==> src/rtl/flash_cmd_pkg.sv <==
package flash_cmd_pkg;

  typedef enum logic [2:0] {
    ST_READ,   // array read, idle
    ST_KEY1,   // first key seen
    ST_KEY2,   // second key seen, expecting command byte
    ST_PROG,   // next write is the program target
    ST_ERS0,   // erase setup seen, expecting first key again
    ST_ERS1,   // expecting second key again
    ST_ERS2,   // expecting erase confirm
    ST_IDENT   // identifier read mode
  } cmd_state_e;

  localparam logic [7:0]  KEY_A      = 8'hAA;
  localparam logic [7:0]  KEY_B      = 8'h55;
  localparam logic [7:0]  CMD_IDENT  = 8'h90;
  localparam logic [7:0]  CMD_PROG   = 8'hA0;
  localparam logic [7:0]  CMD_ERASE  = 8'h80;
  localparam logic [7:0]  CMD_CHIP   = 8'h10;
  localparam logic [7:0]  CMD_SECTOR = 8'h30;
  localparam logic [7:0]  CMD_RESET  = 8'hF0;
  localparam logic [14:0] LOC_A      = 15'h5555;
  localparam logic [14:0] LOC_B      = 15'h2AAA;

endpackage

==> src/rtl/flash_cmd_match.sv <==
module flash_cmd_match
  import flash_cmd_pkg::*;
#(
  parameter int ADDR_W = 17,
  parameter int CMP_W  = 15,
  parameter int DATA_W = 8
) (
  input  logic [ADDR_W-1:0] addr,
  input  logic [DATA_W-1:0] data,
  output logic              key_a_hit,
  output logic              key_b_hit,
  output logic              at_loc_a,
  output logic              is_reset
);
  logic loc_a, loc_b;

  // only the low CMP_W address bits take part in command compares
  assign loc_a     = (addr[CMP_W-1:0] == LOC_A[CMP_W-1:0]);
  assign loc_b     = (addr[CMP_W-1:0] == LOC_B[CMP_W-1:0]);
  assign key_a_hit = loc_a && (data == KEY_A);
  assign key_b_hit = loc_b && (data == KEY_B);
  assign at_loc_a  = loc_a;
  assign is_reset  = (data == CMD_RESET);

endmodule

==> src/rtl/flash_id_mux.sv <==
module flash_id_mux #(
  parameter int          ADDR_W   = 17,
  parameter int          DATA_W   = 8,
  parameter int          SECTORS  = 8,
  parameter logic [7:0]  MFR_CODE = 8'h01,
  parameter logic [7:0]  DEV_CODE = 8'h20
) (
  input  logic               clk,
  input  logic               rst,
  input  logic               sel_id,
  input  logic [ADDR_W-1:0]  rd_addr,
  input  logic [DATA_W-1:0]  array_data,
  input  logic [SECTORS-1:0] prot_mask,
  output logic [DATA_W-1:0]  rd_data
);
  localparam int SECT_W = $clog2(SECTORS);

  logic [SECT_W-1:0]  rd_sect;
  logic [SECTORS-1:0] hit_vec;
  logic               prot_hit;
  logic [DATA_W-1:0]  id_word;

  assign rd_sect = rd_addr[ADDR_W-1 -: SECT_W];

  generate
    for (genvar s = 0; s < SECTORS; s++) begin : g_sect
      assign hit_vec[s] = prot_mask[s] && (rd_sect == SECT_W'(s));
    end
  endgenerate

  assign prot_hit = |hit_vec;

  always_comb begin
    case (rd_addr[7:0])
      8'h00:   id_word = DATA_W'(MFR_CODE);
      8'h01:   id_word = DATA_W'(DEV_CODE);
      8'h02:   id_word = DATA_W'(prot_hit);
      default: id_word = '0;
    endcase
  end

  always_ff @(posedge clk) begin
    if (rst) rd_data <= '0;
    else     rd_data <= sel_id ? id_word : array_data;
  end

endmodule

==> src/rtl/flash_cmd_decoder.sv <==
module flash_cmd_decoder
  import flash_cmd_pkg::*;
#(
  parameter int ADDR_W  = 17,
  parameter int DATA_W  = 8,
  parameter int SECTORS = 8
) (
  input  logic                       clk,
  input  logic                       rst,
  input  logic                       wr_en,
  input  logic [ADDR_W-1:0]          wr_addr,
  input  logic [DATA_W-1:0]          wr_data,
  input  logic                       busy,
  input  logic [ADDR_W-1:0]          rd_addr,
  input  logic [DATA_W-1:0]          array_data,
  input  logic [SECTORS-1:0]         prot_mask,
  output logic [DATA_W-1:0]          rd_data,
  output logic                       id_mode,
  output logic                       prog_go,
  output logic                       erase_go,
  output logic [ADDR_W-1:0]          op_addr,
  output logic [DATA_W-1:0]          op_data,
  output logic                       op_chip,
  output logic [$clog2(SECTORS)-1:0] op_sector
);
  localparam int SECT_W = $clog2(SECTORS);

  cmd_state_e state, nxt;
  logic key_a_hit, key_b_hit, at_loc_a, is_reset;
  logic take, fire_prog, fire_erase, fire_chip;

  flash_cmd_match #(.ADDR_W(ADDR_W), .CMP_W(15), .DATA_W(DATA_W)) match_i (
    .addr      (wr_addr),
    .data      (wr_data),
    .key_a_hit (key_a_hit),
    .key_b_hit (key_b_hit),
    .at_loc_a  (at_loc_a),
    .is_reset  (is_reset)
  );

  assign take = wr_en && !busy;

  always_comb begin
    nxt        = state;
    fire_prog  = 1'b0;
    fire_erase = 1'b0;
    fire_chip  = 1'b0;
    if (take) begin
      case (state)
        ST_READ:  nxt = key_a_hit ? ST_KEY1 : ST_READ;
        ST_KEY1:  nxt = key_b_hit ? ST_KEY2 : ST_READ;
        ST_KEY2: begin
          nxt = ST_READ;
          if (at_loc_a) begin
            if (wr_data == CMD_IDENT)      nxt = ST_IDENT;
            else if (wr_data == CMD_PROG)  nxt = ST_PROG;
            else if (wr_data == CMD_ERASE) nxt = ST_ERS0;
          end
        end
        ST_PROG: begin
          fire_prog = 1'b1;
          nxt       = ST_READ;
        end
        ST_ERS0:  nxt = key_a_hit ? ST_ERS1 : ST_READ;
        ST_ERS1:  nxt = key_b_hit ? ST_ERS2 : ST_READ;
        ST_ERS2: begin
          nxt = ST_READ;
          if (at_loc_a && wr_data == CMD_CHIP) begin
            fire_erase = 1'b1;
            fire_chip  = 1'b1;
          end else if (wr_data == CMD_SECTOR) begin
            fire_erase = 1'b1;
          end
        end
        ST_IDENT: nxt = is_reset ? ST_READ : ST_IDENT;
        default:  nxt = ST_READ;
      endcase
    end
  end

  always_ff @(posedge clk) begin
    if (rst) begin
      state     <= ST_READ;
      id_mode   <= 1'b0;
      prog_go   <= 1'b0;
      erase_go  <= 1'b0;
      op_addr   <= '0;
      op_data   <= '0;
      op_chip   <= 1'b0;
      op_sector <= '0;
    end else begin
      state    <= nxt;
      id_mode  <= (nxt == ST_IDENT);
      prog_go  <= fire_prog;
      erase_go <= fire_erase;
      if (fire_prog || fire_erase) begin
        op_addr   <= wr_addr;
        op_data   <= wr_data;
        op_chip   <= fire_chip;
        op_sector <= wr_addr[ADDR_W-1 -: SECT_W];
      end
    end
  end

  flash_id_mux #(
    .ADDR_W (ADDR_W), .DATA_W (DATA_W), .SECTORS (SECTORS),
    .MFR_CODE (8'h01), .DEV_CODE (8'h20)
  ) idmux_i (
    .clk        (clk),
    .rst        (rst),
    .sel_id     (state == ST_IDENT),
    .rd_addr    (rd_addr),
    .array_data (array_data),
    .prot_mask  (prot_mask),
    .rd_data    (rd_data)
  );

  AST_START_EXCL: assert property (@(posedge clk) disable iff (rst)
    !(prog_go && erase_go));
  AST_PROG_ONE_CYCLE: assert property (@(posedge clk) disable iff (rst)
    prog_go |=> !prog_go);
  AST_ERASE_ONE_CYCLE: assert property (@(posedge clk) disable iff (rst)
    erase_go |=> !erase_go);
  AST_BUSY_FREEZE: assert property (@(posedge clk) disable iff (rst)
    busy |=> $stable(state));
  AST_PROG_SOURCE: assert property (@(posedge clk) disable iff (rst)
    $rose(prog_go) |-> $past(state) == ST_PROG);
  AST_ERASE_SOURCE: assert property (@(posedge clk) disable iff (rst)
    $rose(erase_go) |-> $past(state) == ST_ERS2);
  AST_IDENT_STICKY: assert property (@(posedge clk) disable iff (rst)
    (id_mode && !wr_en) |=> id_mode);

endmodule

==> config.mk <==
export PLATFORM = sky130hd
export DESIGN_NAME = flash_cmd_decoder
export DESIGN_NICKNAME = d
export VERILOG_FILES = /design/src/rtl/flash_cmd_pkg.sv /design/src/rtl/flash_cmd_match.sv /design/src/rtl/flash_id_mux.sv /design/src/rtl/flash_cmd_decoder.sv
export SDC_FILE = /design/constraint.sdc
export NUM_CORES = 1
export LEC_CHECK = 0
export BUFFER_PORTS_ARGS = -buffer_cell sky130_fd_sc_hd__buf_2
export CORE_MARGIN = 8
export CORE_UTILIZATION = 35
export DETAILED_ROUTE_END_ITERATION = 10
export PLACE_DENSITY_LB_ADDON = 0.25
export SLEW_MARGIN = 20
export SYNTH_ARGS = -nofsm -noshare
export SYNTH_HDL_FRONTEND = slang
export SYNTH_SLANG_ARGS = --single-unit
==> constraint.sdc <==
create_clock -name clk -period 1.9 [get_ports clk]
set_clock_uncertainty 0.15 [all_clocks]
set_input_delay 0.095 -clock clk [delete_from_list [all_inputs] [get_ports clk]]
set_output_delay 0.095 -clock clk [all_outputs]
set_load 0.05 [all_outputs]
Yosys cells after proc, flatten, opt, wreduce, memory -nomap -nowiden
Cells that the tools add are included.
{"block": "totals", "regBits": 43, "output_inout_bits": 40}
{"block": "op_classes", "eq_ne": 27, "n_mux": 22, "reduce_logical": 19}
{"cell": "8-bit equality test (second input constant)", "count": 5}
{"cell": "3-bit equality test (second input constant)", "count": 9}
{"cell": "3-bit 2-to-1 mux", "count": 8}
{"cell": "3-bit one-hot mux with 7 select lines", "count": 1}
{"cell": "6-bit one-hot mux with 3 select lines", "count": 1}
{"cell": "15-bit by 14-bit equality test with 1-bit output (second input constant)", "count": 1}
{"cell": "15-bit equality test (second input constant)", "count": 1}
{"cell": "3-bit by 2-bit equality test with 1-bit output (second input constant)", "count": 4}
{"cell": "1-bit logical AND", "count": 12}
{"cell": "1-bit 2-to-1 mux", "count": 10}
{"cell": "8-bit by 1-bit equality test with 1-bit output (second input constant)", "count": 1}
{"cell": "8-bit by 2-bit equality test with 1-bit output (second input constant)", "count": 1}
{"cell": "8-bit by 5-bit equality test with 1-bit output (second input constant)", "count": 1}
{"cell": "8-bit by 6-bit equality test with 1-bit output (second input constant)", "count": 1}
{"cell": "8-bit by 7-bit equality test with 1-bit output (second input constant)", "count": 1}
{"cell": "8-bit zero test", "count": 1}
{"cell": "8-bit 2-to-1 mux", "count": 1}
{"cell": "8-bit OR reduction", "count": 1}
{"cell": "3-bit by 1-bit equality test with 1-bit output (second input constant)", "count": 2}
{"cell": "3-bit zero test", "count": 2}
{"cell": "2-bit 2-to-1 mux", "count": 1}
{"cell": "2-bit OR reduction", "count": 1}
{"cell": "1-bit zero test", "count": 1}
{"cell": "1-bit logical OR", "count": 1}

Logic depth before layout (Yosys ltp)
Gate-level depths: netlist of the first run.
{"block": "depth", "depth_word": 8, "depth_mapped": 6, "ltp_nobuf": 5}

Cells and area by module
Synthesis of the first run repeated with hierarchy kept, for this count alone.
{"block": "unflattened", "cells_unflattened": 205, "hier_area_um2": 2015.7}
{"module": "flash_cmd_decoder", "n_inst": 1, "cells_each": 156, "area_per_inst_um2": 1536.5, "seq_area_each_um2": 640.6}
{"module": "flash_id_mux", "n_inst": 1, "cells_each": 28, "area_per_inst_um2": 330.3, "seq_area_each_um2": 160.2}
{"module": "flash_cmd_match", "n_inst": 1, "cells_each": 21, "area_per_inst_um2": 148.9, "seq_area_each_um2": 0.0}

Worst setup path before layout of the first run
OpenSTA, ideal clock, no wires.
{"block": "synth_path", "path_type": "reg2reg", "from": "reg state[0]", "to": "reg op_addr[14]", "setup_time_ns": 0.128, "t_arrival_ns": 1.848, "required_time_ns": 1.622, "setup_slack_ns": -0.226, "stages_incl_launch_ff": 6, "period_less_slack_ns": 2.126, "cell_sequence": "dfxtp_1 > or4b_4 > o41ai_4 > buf_6 > mux2i_1 > nor2_1"}
{"block": "synth_between", "elab_chain_cells": 4}
{"item": "from (decl)", "line": "flash_cmd_decoder.sv:28", "rtl": "cmd_state_e state, nxt;"}
{"item": "from (signal assigned)", "line": "flash_cmd_decoder.sv:92", "rtl": "state <= nxt;"}
{"item": "3-bit by 2-bit equality test with 1-bit output or 3-bit equality test (tied branches)", "line": "flash_cmd_decoder.sv:49", "rtl": "case (state)"}
{"item": "1-bit 2-to-1 mux", "line": "flash_cmd_decoder.sv:49"}
{"item": "1-bit 2-to-1 mux", "line": "flash_cmd_decoder.sv:48", "rtl": "if (take) begin"}
{"item": "1-bit logical OR *", "line": "flash_cmd_decoder.sv:96", "rtl": "if (fire_prog || fire_erase) begin"}
{"item": "to (signal assigned)", "line": "flash_cmd_decoder.sv:97", "rtl": "op_addr <= wr_addr;"}
{"item": "to (decl)", "line": "flash_cmd_decoder.sv:21", "rtl": "output logic [ADDR_W-1:0] op_addr,"}
Mark *: on every way between the ends. The rest lies on a longest branch, timed or not.
A chain may end at the register's enable or synchronous reset.

Final worst setup path of the first run
{"block": "layout_path", "from": "reg state[0]", "to": "reg op_addr[13]"}
Same word-level chain as after synthesis.

==> out/qor.yml, run 1 <==
status:
  outcome: "complete, but fails checks"
  violations: "negative setup slack"
logic_synthesis:
  async_flop_share: 0
  yosysWarningCount: 0
  ys_seq_elements: 40
  synth_top_area_share: 0.436
  syn-num-nets: 239
  yosysTopAreaCell: "dfxtp_1"
  synth_common_cells: "40 x dfxtp_1, 34 x nor2_1, 26 x mux2i_1"
  synth.most_common_cell: "dfxtp_1"
  synth-edff-count: 0
  synthTopCellsByArea: "dfxtp_1 44%, mux2i_1 14%, nor2_1 7.0%"
  synth_area_sq_um: 1840
  seq_area_frac_synth: 0.436
  syn-mean-instance-area_sq_um: 10.4
  synthFlopType: "dfxtp_1"
  synth.distinct_cells: 45
  synth_cells: 177
detailed_routing:
  drtAntennaViolNets: 0
  drc: 0
  drt_iter0_markers: 74
  via_count: 1878
  wl_per_cell_um: 15.9
  dr.pass1.iters: 4
  finalWirelength_um: 6170
  avgViaCountPerCell: 4.84
pwr:
  finalPower_mw: 1.65
  pwr_density_cell_nw_per_um2: 565
  ir_worst_vdd_uv: 390
  p_switching_mw: 0.420
  p_sw_frac: 0.255
  p_comb_frac: 0.150
  leakagePower_nw: 1.33
  intPower_mw: 1.23
  clockPowerShare: 0.336
  seqPwrFrac: 0.514
critical_path:
  reg2reg_setup_slack_ns: -0.12
  rr_endpoint: "op_addr[13]"
  timing.rr.start: "state[0]"
  crit_type: "flop to flop"
  path_max_fanout: 7
  r2r_cells: 6
  worst_setup_path_start_kind: "flop"
  critPathRequiredTime_ns: 1.92
  arrival_ns: 2.04
  worstSetupEndpointType: "flop"
final_layout:
  drive_gt1_frac: 0.440
  syn2layout_area_growth_pct: 59.2
  multi_input_area_sq_um: 972
  n_fill_cell: 451
  register_area_sq_um: 805
  n_antenna_cell: 0
  finalNetCount: 379
floorplanning:
  die-area_sq_um: 7820
  start_util: 0.362
  io_pins: 102
  die_x_um: 88.4
  rows: 26
  core_sq_um: 5070
  die_h_um: 88.4
place:
  pre_cts_ws_ns: -0.128
  dp_hpwl_um: 4410
  gp_congestion: 0.783
  io_buffers: 95
global_route:
  grt_max_degree: 26
  grt_util_all_layers: 0.157
  grt_antenna_before_repair: 0
  grt_pass1_wl_um: 9580
  overflow: 0
  first_global_vias: 1990
sta:
  maxSlewHeadroom: 0.718
  max_slew.worst_pin.slew_ns: 0.422
  final_max_slew_viol_count: 0
  period_share: 1.06
  rsz0062_at_grt: "true"
  timing.fmax_ghz: 0.496
  setup_viol: 25
  fin_ws_ns: -0.117
  final.min_clock_period_ns: 2.02
  finalHoldViolCount: 0
clock_network:
  clk_pin_slew_ns: 0.08
  cts_tree: "done"
  clkSinkCount: 40
  cts_root_buf: "clkbuf_8"
  h-tree-depth: 2
  cts_buffers: 5
  cts_buffer_depth: 2
  insertion_delay_ns: 0.29
worst_hold_path:
  whs_path_depth: 2
  hold_path_class: "primary input to flop"
  hold_path_startpoint: "rst"
  min_to: "op_addr[13]"
run:
  cap_violations: 0
-- power groups by stage --
| stage | combinational [mW] | sequential, mW | clock (mW) |
|---|---|---|---|
| global route | 0.266 | 0.850 | 0.606 |
| detailed placement | 0.195 | 0.868 | 0 |
| global placement | 0.196 | 0.868 | 0 |
| CTS | 0.243 | 0.849 | 0.572 |
| finish | 0.248 | 0.848 | 0.554 |
| floorplan | 0.0594 | 0.901 | 0 |
-- how the worst max path moves through the flow --
stage | end | cells after the start | from
after detailed placement | id_mode | 6 | wr_data[0]
after CTS | op_addr[5] | 5 | state[0]
after floorplan | op_addr[14] | 5 | state[0]
after global routing | op_addr[5] | 6 | state[0]
final | op_addr[13] | 6 | state[0]
after global placement | op_addr[11] | 6 | wr_data[0]
-- cells by family after synthesis --
| kind of cell | count (synthesis) | share of synthesized area |
|---|---|---|
| buffers and inverters | 11 | 0.0532 |
| DFF | 40 | 0.436 |
| AOI/OAI and AO/OA | 17 | 0.0839 |
| and+or+nand+nor | 80 | 0.256 |
| muxes | 28 | 0.166 |
| xor gates and xnor gates | 1 | 0.00477 |
-- registers in the layout, summed over array words and instances (netlist names) --
name	count
prog_go	1
state	3
id_mode	1
idmux_i.rd_data	8
op_addr	17
erase_go	1
op_chip	1
op_data	8
-- metrics by stage --
stage | instances | TNS (ns) | cell area (sq um) | util | hold slack, ns
global route | 388 | -3.81 | 2920 | 0.576 | 0.0234
global placement | 346 | -1.62 | 2420 | 0.478 | 0.145
detailed placement | 346 | -2.55 | 2420 | 0.478 | 0.150
finish | 388 | -2.26 | 2920 | 0.576 | 0.0285
CTS | 384 | -1.64 | 2810 | 0.554 | 0.000953
floorplan | 177 | -4.37 | 1840 | - | 0.0383
-- routing by layer --
metal,track usage,share of wire,vias to the layer above
li1,-,-,922
met1,0.165,0.39,882
met2,0.277,0.52,66
met3,0.0641,0.071,8
met4,0.0507,0.014,0
met5,0,0,-
-- what timing repair did --
item | 4_1_cts | 5_1_grt
gates cloned | 0 | 3
gates resized for setup | 0 | 10
endpoints found under the hold margin | 25 | 0
pin swaps | 0 | 6
setup buffers | 0 | 1
hold buffers | 30 | 0
setup endpoints to repair | 25 | 27
-- layout make-up --
class,count,area share
Timing Repair Buffer,143,0.331
Tap cell,70,0.0300
Multi-Input combinational cell,126,0.333
Clock buffer,5,0.0236
Clock inverter,3,0.00642
Inverter,1,0.00128
Sequential cell,40,0.275
-- placed cells by master, fill, tap and decap left out, types with 2 or more instances in the layout --
master	instances
and4b_2	2
and2_1	6
nand2b_1	5
clkbuf_8	5
mux2i_2	2
buf_4	13
mux2i_1	24
nor3b_1	4
dlygate4sd3_1	30
nor3_2	2
buf_2	95
a211oi_1	2
nor2_1	34
nand2_1	2
and4bb_1	2
and4_1	2
dfxtp_1	37
nor3_1	5
o21ai_0	2
dfxtp_2	3
nor4bb_1	3
clkbuf_16	2
mux4_2	2
clkinv_2	2
buf_6	2
nand3_1	2
-- worst max-delay path, cell delays in order (launching register included) --
cell and delay, ns:
dfxtp_2 0.33, or4b_4 0.50, o41ai_4 0.32, buf_6 0.19, buf_12 0.14, mux2i_1 0.21, nor2_1 0.07
Power figures use the tool's default switching activity.
==> inputs of run 2 (changes only) <==
--- a/config.mk
+++ b/config.mk
@@ -5,6 +5,7 @@
 export SDC_FILE = /design/constraint.sdc
 export NUM_CORES = 1
 export LEC_CHECK = 0
+export ABC_AREA = 1
 export BUFFER_PORTS_ARGS = -buffer_cell sky130_fd_sc_hd__buf_2
 export CORE_MARGIN = 8
 export CORE_UTILIZATION = 35
==> run 2 against run 1 <==
Net effect:
- area after synthesis up 9.4%
- sequential share of layout area shrank 1.0 points
- maximum frequency grew 15%
- the flow now finishes without violations
- critical endpoint is now op_chip
- largest power group unchanged
- synthesized cell count up 73%
- first-iteration DRC count increased by 4.1%
==> out/qor.yml, run 2 <==
detailed_routing:
  drtAntennaViolNets: 0  # unchanged
  drc: 0  # unchanged
  finalWirelength_um: 6180  # was 6170 um
  dr.pass1.iters: 4  # unchanged
  avgViaCountPerCell: 4.51  # was 4.84
  via_count: 2320  # was 1878
  drt_iter0_markers: 77  # was 74
  wl_per_cell_um: 12.0  # was 15.9 um
clock_network:
  cts_tree: "done"  # unchanged
  cts_setup_buffers: 0  # unchanged
  h-tree-depth: 2  # unchanged
  clk_pin_slew_ns: 0.07  # was 0.08 ns
  cts_buffer_depth: 2  # unchanged
  insertion_delay_ns: 0.29  # about the same
  cts_root_buf: "clkbuf_8"  # unchanged
  cts_buffers: 5  # unchanged
  clkSinkCount: 40  # unchanged
critical_path:
  cpPeakStageDelay_ns: 0.54  # was 0.50 ns
  critPathRequiredTime_ns: 1.93  # was 1.92 ns
  worst_setup_path_start_kind: "primary input"  # was flop
  path_buf_inv: 3  # was 2
  cpMaxStageDelayCell: "dlygate4sd3_1"  # was or4b_4
  path_max_fanout: 16  # was 7
  path_cells: "dlygate4sd3_1 > buf_2 > nor2_1 > nand2_1 > nor2_2 > nand2_1 > o21ai_2 > nand2_2 > nand2_4 > buf_12 > nor2_1 > nor2_1 > nor2_1"  # was or4b_4 > o41ai_4 > buf_6 > buf_12 > mux2i_1 > nor2_1
  worstSetupEndpointType: "flop"  # unchanged
  crit_type: "primary input to flop"  # was flop to flop
  path_delay_family: "buffers and inverters"  # was simple AND/OR/NAND/NOR gates
  arrival_ns: 1.79  # was 2.04 ns
  path_common_cell: "nor2_1"
sta:
  rsz0062_at_grt: "false"  # was true
  final_max_slew_viol_count: 0  # unchanged
  fin_ws_ns: 0.142  # was -0.117 ns
  maxSlewHeadroom: 0.767  # was 0.718
  max_slew.worst_pin.slew_ns: 0.346  # was 0.422 ns
  timing.fmax_ghz: 0.569  # was 0.496 GHz
  fin_setup_tns_ns: 0  # was -2.26 ns
  period_share: 0.925  # was 1.06
  final.min_clock_period_ns: 1.76  # was 2.02 ns
  hold_ws_ns: 0.0445  # was 0.0285 ns
  finalHoldViolCount: 0  # unchanged
  setup_viol: 0  # was 25
floorplanning:
  io_pins: 102  # unchanged
  rows: 27  # was 26
  die-area_sq_um: 8420  # was 7820 sq um
  start_util: 0.362  # about the same
  core_sq_um: 5540  # was 5070 sq um
  die_h_um: 91.7  # was 88.4 um
  die_x_um: 91.7  # was 88.4 um
final_layout:
  drive_gt1_frac: 0.292  # was 0.440
  design_area_sq_um: 3020  # was 2920 sq um
  layout_common_cells: "95 x buf_2, 82 x nor2_1, 43 x inv_1"  # was 95 x buf_2, 37 x dfxtp_1, 34 x nor2_1
  syn2layout_area_growth_pct: 50.5  # was 59.2%
  reg_top3: "op_addr x17, idmux_i.rd_data x8, op_data x8"  # unchanged
  largest_register: "op_addr"  # unchanged
  n_antenna_cell: 0  # unchanged
  largest_register_ff_count: 17  # unchanged
  final_common_cell: "buf_2"  # unchanged
  finalNetCount: 504  # was 379
logic_synthesis:
  seq_area_frac_synth: 0.399  # was 0.436
  synthTopCellsByArea: "dfxtp_1 40%, nor2_1 16%, inv_1 8.0%"  # was dfxtp_1 44%, mux2i_1 14%, nor2_1 7.0%
  synth_top_area_share: 0.399  # was 0.436
  async_flop_share: 0  # unchanged
  synth_area_sq_um: 2010  # was 1840 sq um
  synth-edff-count: 0  # unchanged
  synth_common_cells: "86 x nor2_1, 43 x inv_1, 43 x nand2_1"  # was 40 x dfxtp_1, 34 x nor2_1, 26 x mux2i_1
  yosysWarningCount: 0  # unchanged
  yosysTopAreaCell: "dfxtp_1"  # unchanged
  synth.distinct_cells: 25  # was 45
  synth_cells: 307  # was 177
  ys_seq_elements: 40  # unchanged
  syn-mean-instance-area_sq_um: 6.54  # was 10.4 sq um
  synthFlopType: "dfxtp_1"  # unchanged
  synth.most_common_cell: "nor2_1"  # was dfxtp_1
  syn-num-nets: 369  # was 239
pwr:
  leakagePower_nw: 1.59  # was 1.33 nW
  pwr_density_cell_nw_per_um2: 542  # was 565 nW/um^2
  ir_worst_vdd_uv: 405  # was 390 uV
place:
  dp_hpwl_um: 4440  # was 4410 um
  dpl_cell_area_sq_um: 2540  # was 2420 sq um
  io_buffers: 95  # unchanged
  pre_cts_ws_ns: 0.289  # was -0.128 ns
  gp_congestion: 0.856  # was 0.783
run:
  cap_violations: 0  # unchanged
global_route:
  grt_util_all_layers: 0.148  # was 0.157
  grt_pass1_wl_um: 10500  # was 9580 um
  overflow: 0  # unchanged
  grt_max_degree: 26  # unchanged
  grt_antenna_before_repair: 0  # unchanged
  first_global_vias: 2377  # was 1990
status:
  outcome: "finished clean"  # was complete, but fails checks
worst_hold_path:
  hold_path_class: "primary input to flop"  # unchanged
run 2: cells by family after synthesis:
family                 synth area share
buffers and inverters             0.126
AO/OA/AOI/OAI                    0.0866
flip-flops                        0.399
AND/OR/NAND/NOR                   0.388
run 2: cell type report:
| type | instances | area [sq um] |
|---|---|---|
| repair buffers | 137 | 902 |
| clock inverters | 1 | 5.00 |
| clock buffers | 6 | 72.6 |
| multi-input cells | 213 | 977 |
| fillers | 548 | 2520 |
| well taps | 72 | 90.1 |
| inverters | 45 | 174 |
| flip-flops and latches | 40 | 801 |
run 2: through the flow:
step | util | cells | power [mW]
after global placement | 0.458 | 469 | 1.06
after floorplan | - | 307 | 0.964
after detailed placement | 0.458 | 469 | 1.07
after global routing | 0.545 | 514 | 1.72
final | 0.545 | 514 | 1.64
after CTS | 0.540 | 514 | 1.65
run 2: layer usage:
metal / up-vias / global-route usage / routed length, um
met2: 79 / 0.245 / 2820
met1: 1012 / 0.166 / 2700
met4: 0 / 0.0604 / 104
met5: - / 0 / 0
li1: 1221 / - / -
met3: 8 / 0.0595 / 558
run 2: path summary, 6_finish.rpt:
path	to	slack, ns	startpoint	cells after the start
setup reg to reg	id_mode	0.28	state[1]	12
setup / recovery	op_chip	0.14	wr_addr[9]	13
hold / removal	state[1]	0.04	busy	6
hold reg to reg	op_addr[10]	0.34	op_addr[10]	2
run 2: power by group:
group / total, mW / leakage [nW] / internal, mW / switching [mW]
Combinational: 0.263 / 1.22 / 0.125 / 0.138
Sequential: 0.849 / 0.324 / 0.847 / 0.00177
Clock: 0.528 / 0.0410 / 0.250 / 0.278
Total: 1.64 / 1.59 / 1.22 / 0.418
run 2: worst reg2reg max path, delay by kind of cell (launching register included):
kind,cells,cell delay [ns]
and+or+nand+nor,10,0.85
DFF,1,0.45
buffers and inverters,2,0.12
run 2: repair_timing:
action | CTS | global route
gates resized for setup | 0 | 8
endpoints found under the setup margin | 0 | 4
hold endpoints to repair | 38 | 0
hold buffers | 38 | 0
==> inputs of run 3 (changes only) <==
--- a/config.mk
+++ b/config.mk
@@ -8,7 +8,7 @@
 export ABC_AREA = 1
 export BUFFER_PORTS_ARGS = -buffer_cell sky130_fd_sc_hd__buf_2
 export CORE_MARGIN = 8
-export CORE_UTILIZATION = 35
+export CORE_UTILIZATION = 41
 export DETAILED_ROUTE_END_ITERATION = 10
 export PLACE_DENSITY_LB_ADDON = 0.25
 export SLEW_MARGIN = 20
==> run 3 against run 2 <==
Net effect:
- design area up 2.9%
- core utilization up 11 points
- sequential power about the same
- critical path type unchanged
- critical endpoint is now op_data[6]
- clock-buffer cell count up 1
- largest cell class unchanged
==> out/qor.yml, run 3 (synthesis gave the netlist of run 2 again) <==
pwr:
  ir_worst_vdd_uv: 364  # was 405 uV
  pwr_density_cell_nw_per_um2: 551  # was 542 nW/um^2
  intPower_mw: 1.29  # was 1.22 mW
  p_sw_frac: 0.245  # was 0.255
  p_comb_frac: 0.153  # was 0.160
  leakagePower_nw: 1.62  # was 1.59 nW
  clockPowerShare: 0.352  # was 0.322
  seqPwrFrac: 0.496  # was 0.518
  p_switching_mw: 0.420  # was 0.418 mW
critical_path:
  crit_end: "op_data[6]"  # was op_chip
  worstSetupEndpointType: "flop"  # unchanged
  critPathRequiredTime_ns: 1.94  # was 1.93 ns
  rr_endpoint: "op_data[6]"  # was id_mode
  r2r_cells: 9  # was 12
  timing.rr.start: "state[1]"  # unchanged
  startpoint: "wr_addr[10]"  # was wr_addr[9]
  reg2reg_setup_slack_ns: 0.17  # was 0.28 ns
  crit_type: "primary input to flop"  # unchanged
  path_max_fanout: 25  # was 16
  arrival_ns: 1.84  # was 1.79 ns
  worst_setup_path_start_kind: "primary input"  # unchanged
global_route:
  grt_util_all_layers: 0.168  # was 0.148
  overflow: 0  # unchanged
  first_global_vias: 2277  # was 2377
  grt_max_degree: 26  # unchanged
  grt_antenna_before_repair: 0  # unchanged
  grt_pass1_wl_um: 10300  # was 10500 um
clock_network:
  clk_pin_slew_ns: 0.07  # about the same
  h-tree-depth: 2  # unchanged
  cts_root_buf: "clkbuf_8"  # unchanged
  clkSinkCount: 40  # unchanged
  insertion_delay_ns: 0.29  # about the same
  cts_buffers: 5  # unchanged
  cts_tree: "done"  # unchanged
  cts_buffer_depth: 2  # unchanged
sta:
  max_slew.worst_pin.slew_ns: 0.403  # was 0.346 ns
  finalHoldViolCount: 0  # unchanged
  fin_ws_ns: 0.0998  # was 0.142 ns
  rsz0062_at_grt: "true"  # was false
  maxSlewHeadroom: 0.731  # was 0.767
  period_share: 0.947  # was 0.925
  final.min_clock_period_ns: 1.80  # was 1.76 ns
  timing.fmax_ghz: 0.555  # was 0.569 GHz
  final_max_slew_viol_count: 0  # unchanged
  setup_viol: 0  # unchanged
detailed_routing:
  dr.pass1.iters: 6  # was 4
  drtAntennaViolNets: 0  # unchanged
  via_count: 2321  # was 2320
  wl_per_cell_um: 12.3  # was 12.0 um
  drt_iter0_markers: 138  # was 77
  finalWirelength_um: 6280  # was 6180 um
  drc: 0  # unchanged
  avgViaCountPerCell: 4.54  # was 4.51
final_layout:
  n_antenna_cell: 0  # unchanged
  largest_register: "op_addr"  # unchanged
  largest_register_ff_count: 17  # unchanged
  drive_gt1_frac: 0.300  # was 0.292
  syn2layout_area_growth_pct: 54.9  # was 50.5%
  reg_top3: "op_addr x17, idmux_i.rd_data x8, op_data x8"  # unchanged
  fin_util: 0.659  # was 0.545
  final_common_cell: "buf_2"  # unchanged
  layout_common_cells: "92 x buf_2, 82 x nor2_1, 43 x inv_1"  # was 95 x buf_2, 82 x nor2_1, 43 x inv_1
  n_fill_cell: 414  # was 548
  finalNetCount: 506  # was 504
floorplanning:
  die_x_um: 86.0  # was 91.7 um
  die_h_um: 86.0  # was 91.7 um
  rows: 25  # was 27
  die-area_sq_um: 7390  # was 8420 sq um
  start_util: 0.425  # was 0.362
  core_sq_um: 4720  # was 5540 sq um
  io_pins: 102  # unchanged
status:
  outcome: "finished clean"  # unchanged
place:
  pre_cts_ws_ns: 0.188  # was 0.289 ns
  dp_hpwl_um: 4350  # was 4440 um
  gp_congestion: 0.881  # was 0.856
  io_buffers: 95  # unchanged
run:
  cap_violations: 0  # unchanged
worst_hold_path:
  hold_path_class: "primary input to flop"  # unchanged
run 3: cell types whose count changed in the layout (fill, tap and decap cells not counted), sizes merged:
| cell | before | now |
|---|---|---|
| clkinv | 1 | 0 |
| nand2 | 47 | 48 |
| clkbuf | 6 | 8 |
run 3: how the worst min path moves through the flow:
stage,endpoint,startpoint,cells past startpoint
finish,state[1],busy,6
global route,id_mode,busy,6
detailed placement,idmux_i.rd_data[5],array_data[5],3
CTS,state[1],busy,6
global placement,idmux_i.rd_data[0],array_data[0],3
floorplan,state[0],rst,1
run 3: final cells by class:
type,count,area (sq um),area share
Inverter,45,176,0.0567
Tap cell,67,83.8,0.0270
Sequential cell,40,801,0.257
Multi-Input combinational cell,214,1010,0.325
Timing Repair Buffer,138,943,0.303
Clock buffer,7,96.3,0.0310
run 3: metrics by stage:
step / TNS [ns] / total power, mW / cells / area, sq um / hold WS [ns]
6_report: 0 / 1.71 / 511 / 3110 / 0.0521
5_1_grt: -0.199 / 1.79 / 511 / 3110 / 0.0868
4_1_cts: 0 / 1.73 / 508 / 3000 / 0.0389
3_5_place_dp: 0 / 1.06 / 463 / 2520 / 0.158
3_3_place_gp: 0 / 1.06 / 463 / 2520 / 0.148
2_1_floorplan: 0 / 0.964 / 307 / 2010 / 0.0141
run 3: timing repair:
item / 4_1_cts / 5_1_grt
gates resized for setup: 0 / 12
setup endpoints to repair: 0 / 28
hold endpoints to repair: 38 / 0
setup buffers: 0 / 4
hold buffers: 38 / 0
run 3: power groups by stage:
stage	logic, mW	registers (mW)	clock network [mW]
after detailed placement	0.196	0.868	0
after floorplan	0.0634	0.901	0
after CTS	0.257	0.848	0.624
final	0.262	0.849	0.602
after global routing	0.287	0.849	0.652
after global placement	0.194	0.868	0
run 3: critical path, stage by stage:
cell           delay, ns
dlygate4sd3_1       0.52
buf_2               0.14
nand2_1             0.07
inv_1               0.06
nand2_1             0.08
nor2_4              0.12
nand2_2             0.07
o21ai_2             0.14
nand2_2             0.13
nand2_8             0.14
inv_8               0.10
nor2_1              0.11
nor2_1              0.05
run 3: routing by layer:
layer	vias up	track usage	share of wire	wire length, um
li1	1225	-	-	-
met1	1014	0.183	0.41	2600
met2	75	0.297	0.49	3050
met3	7	0.0621	0.089	558
met4	0	0.0478	0.011	70
met5	-	0	0	0
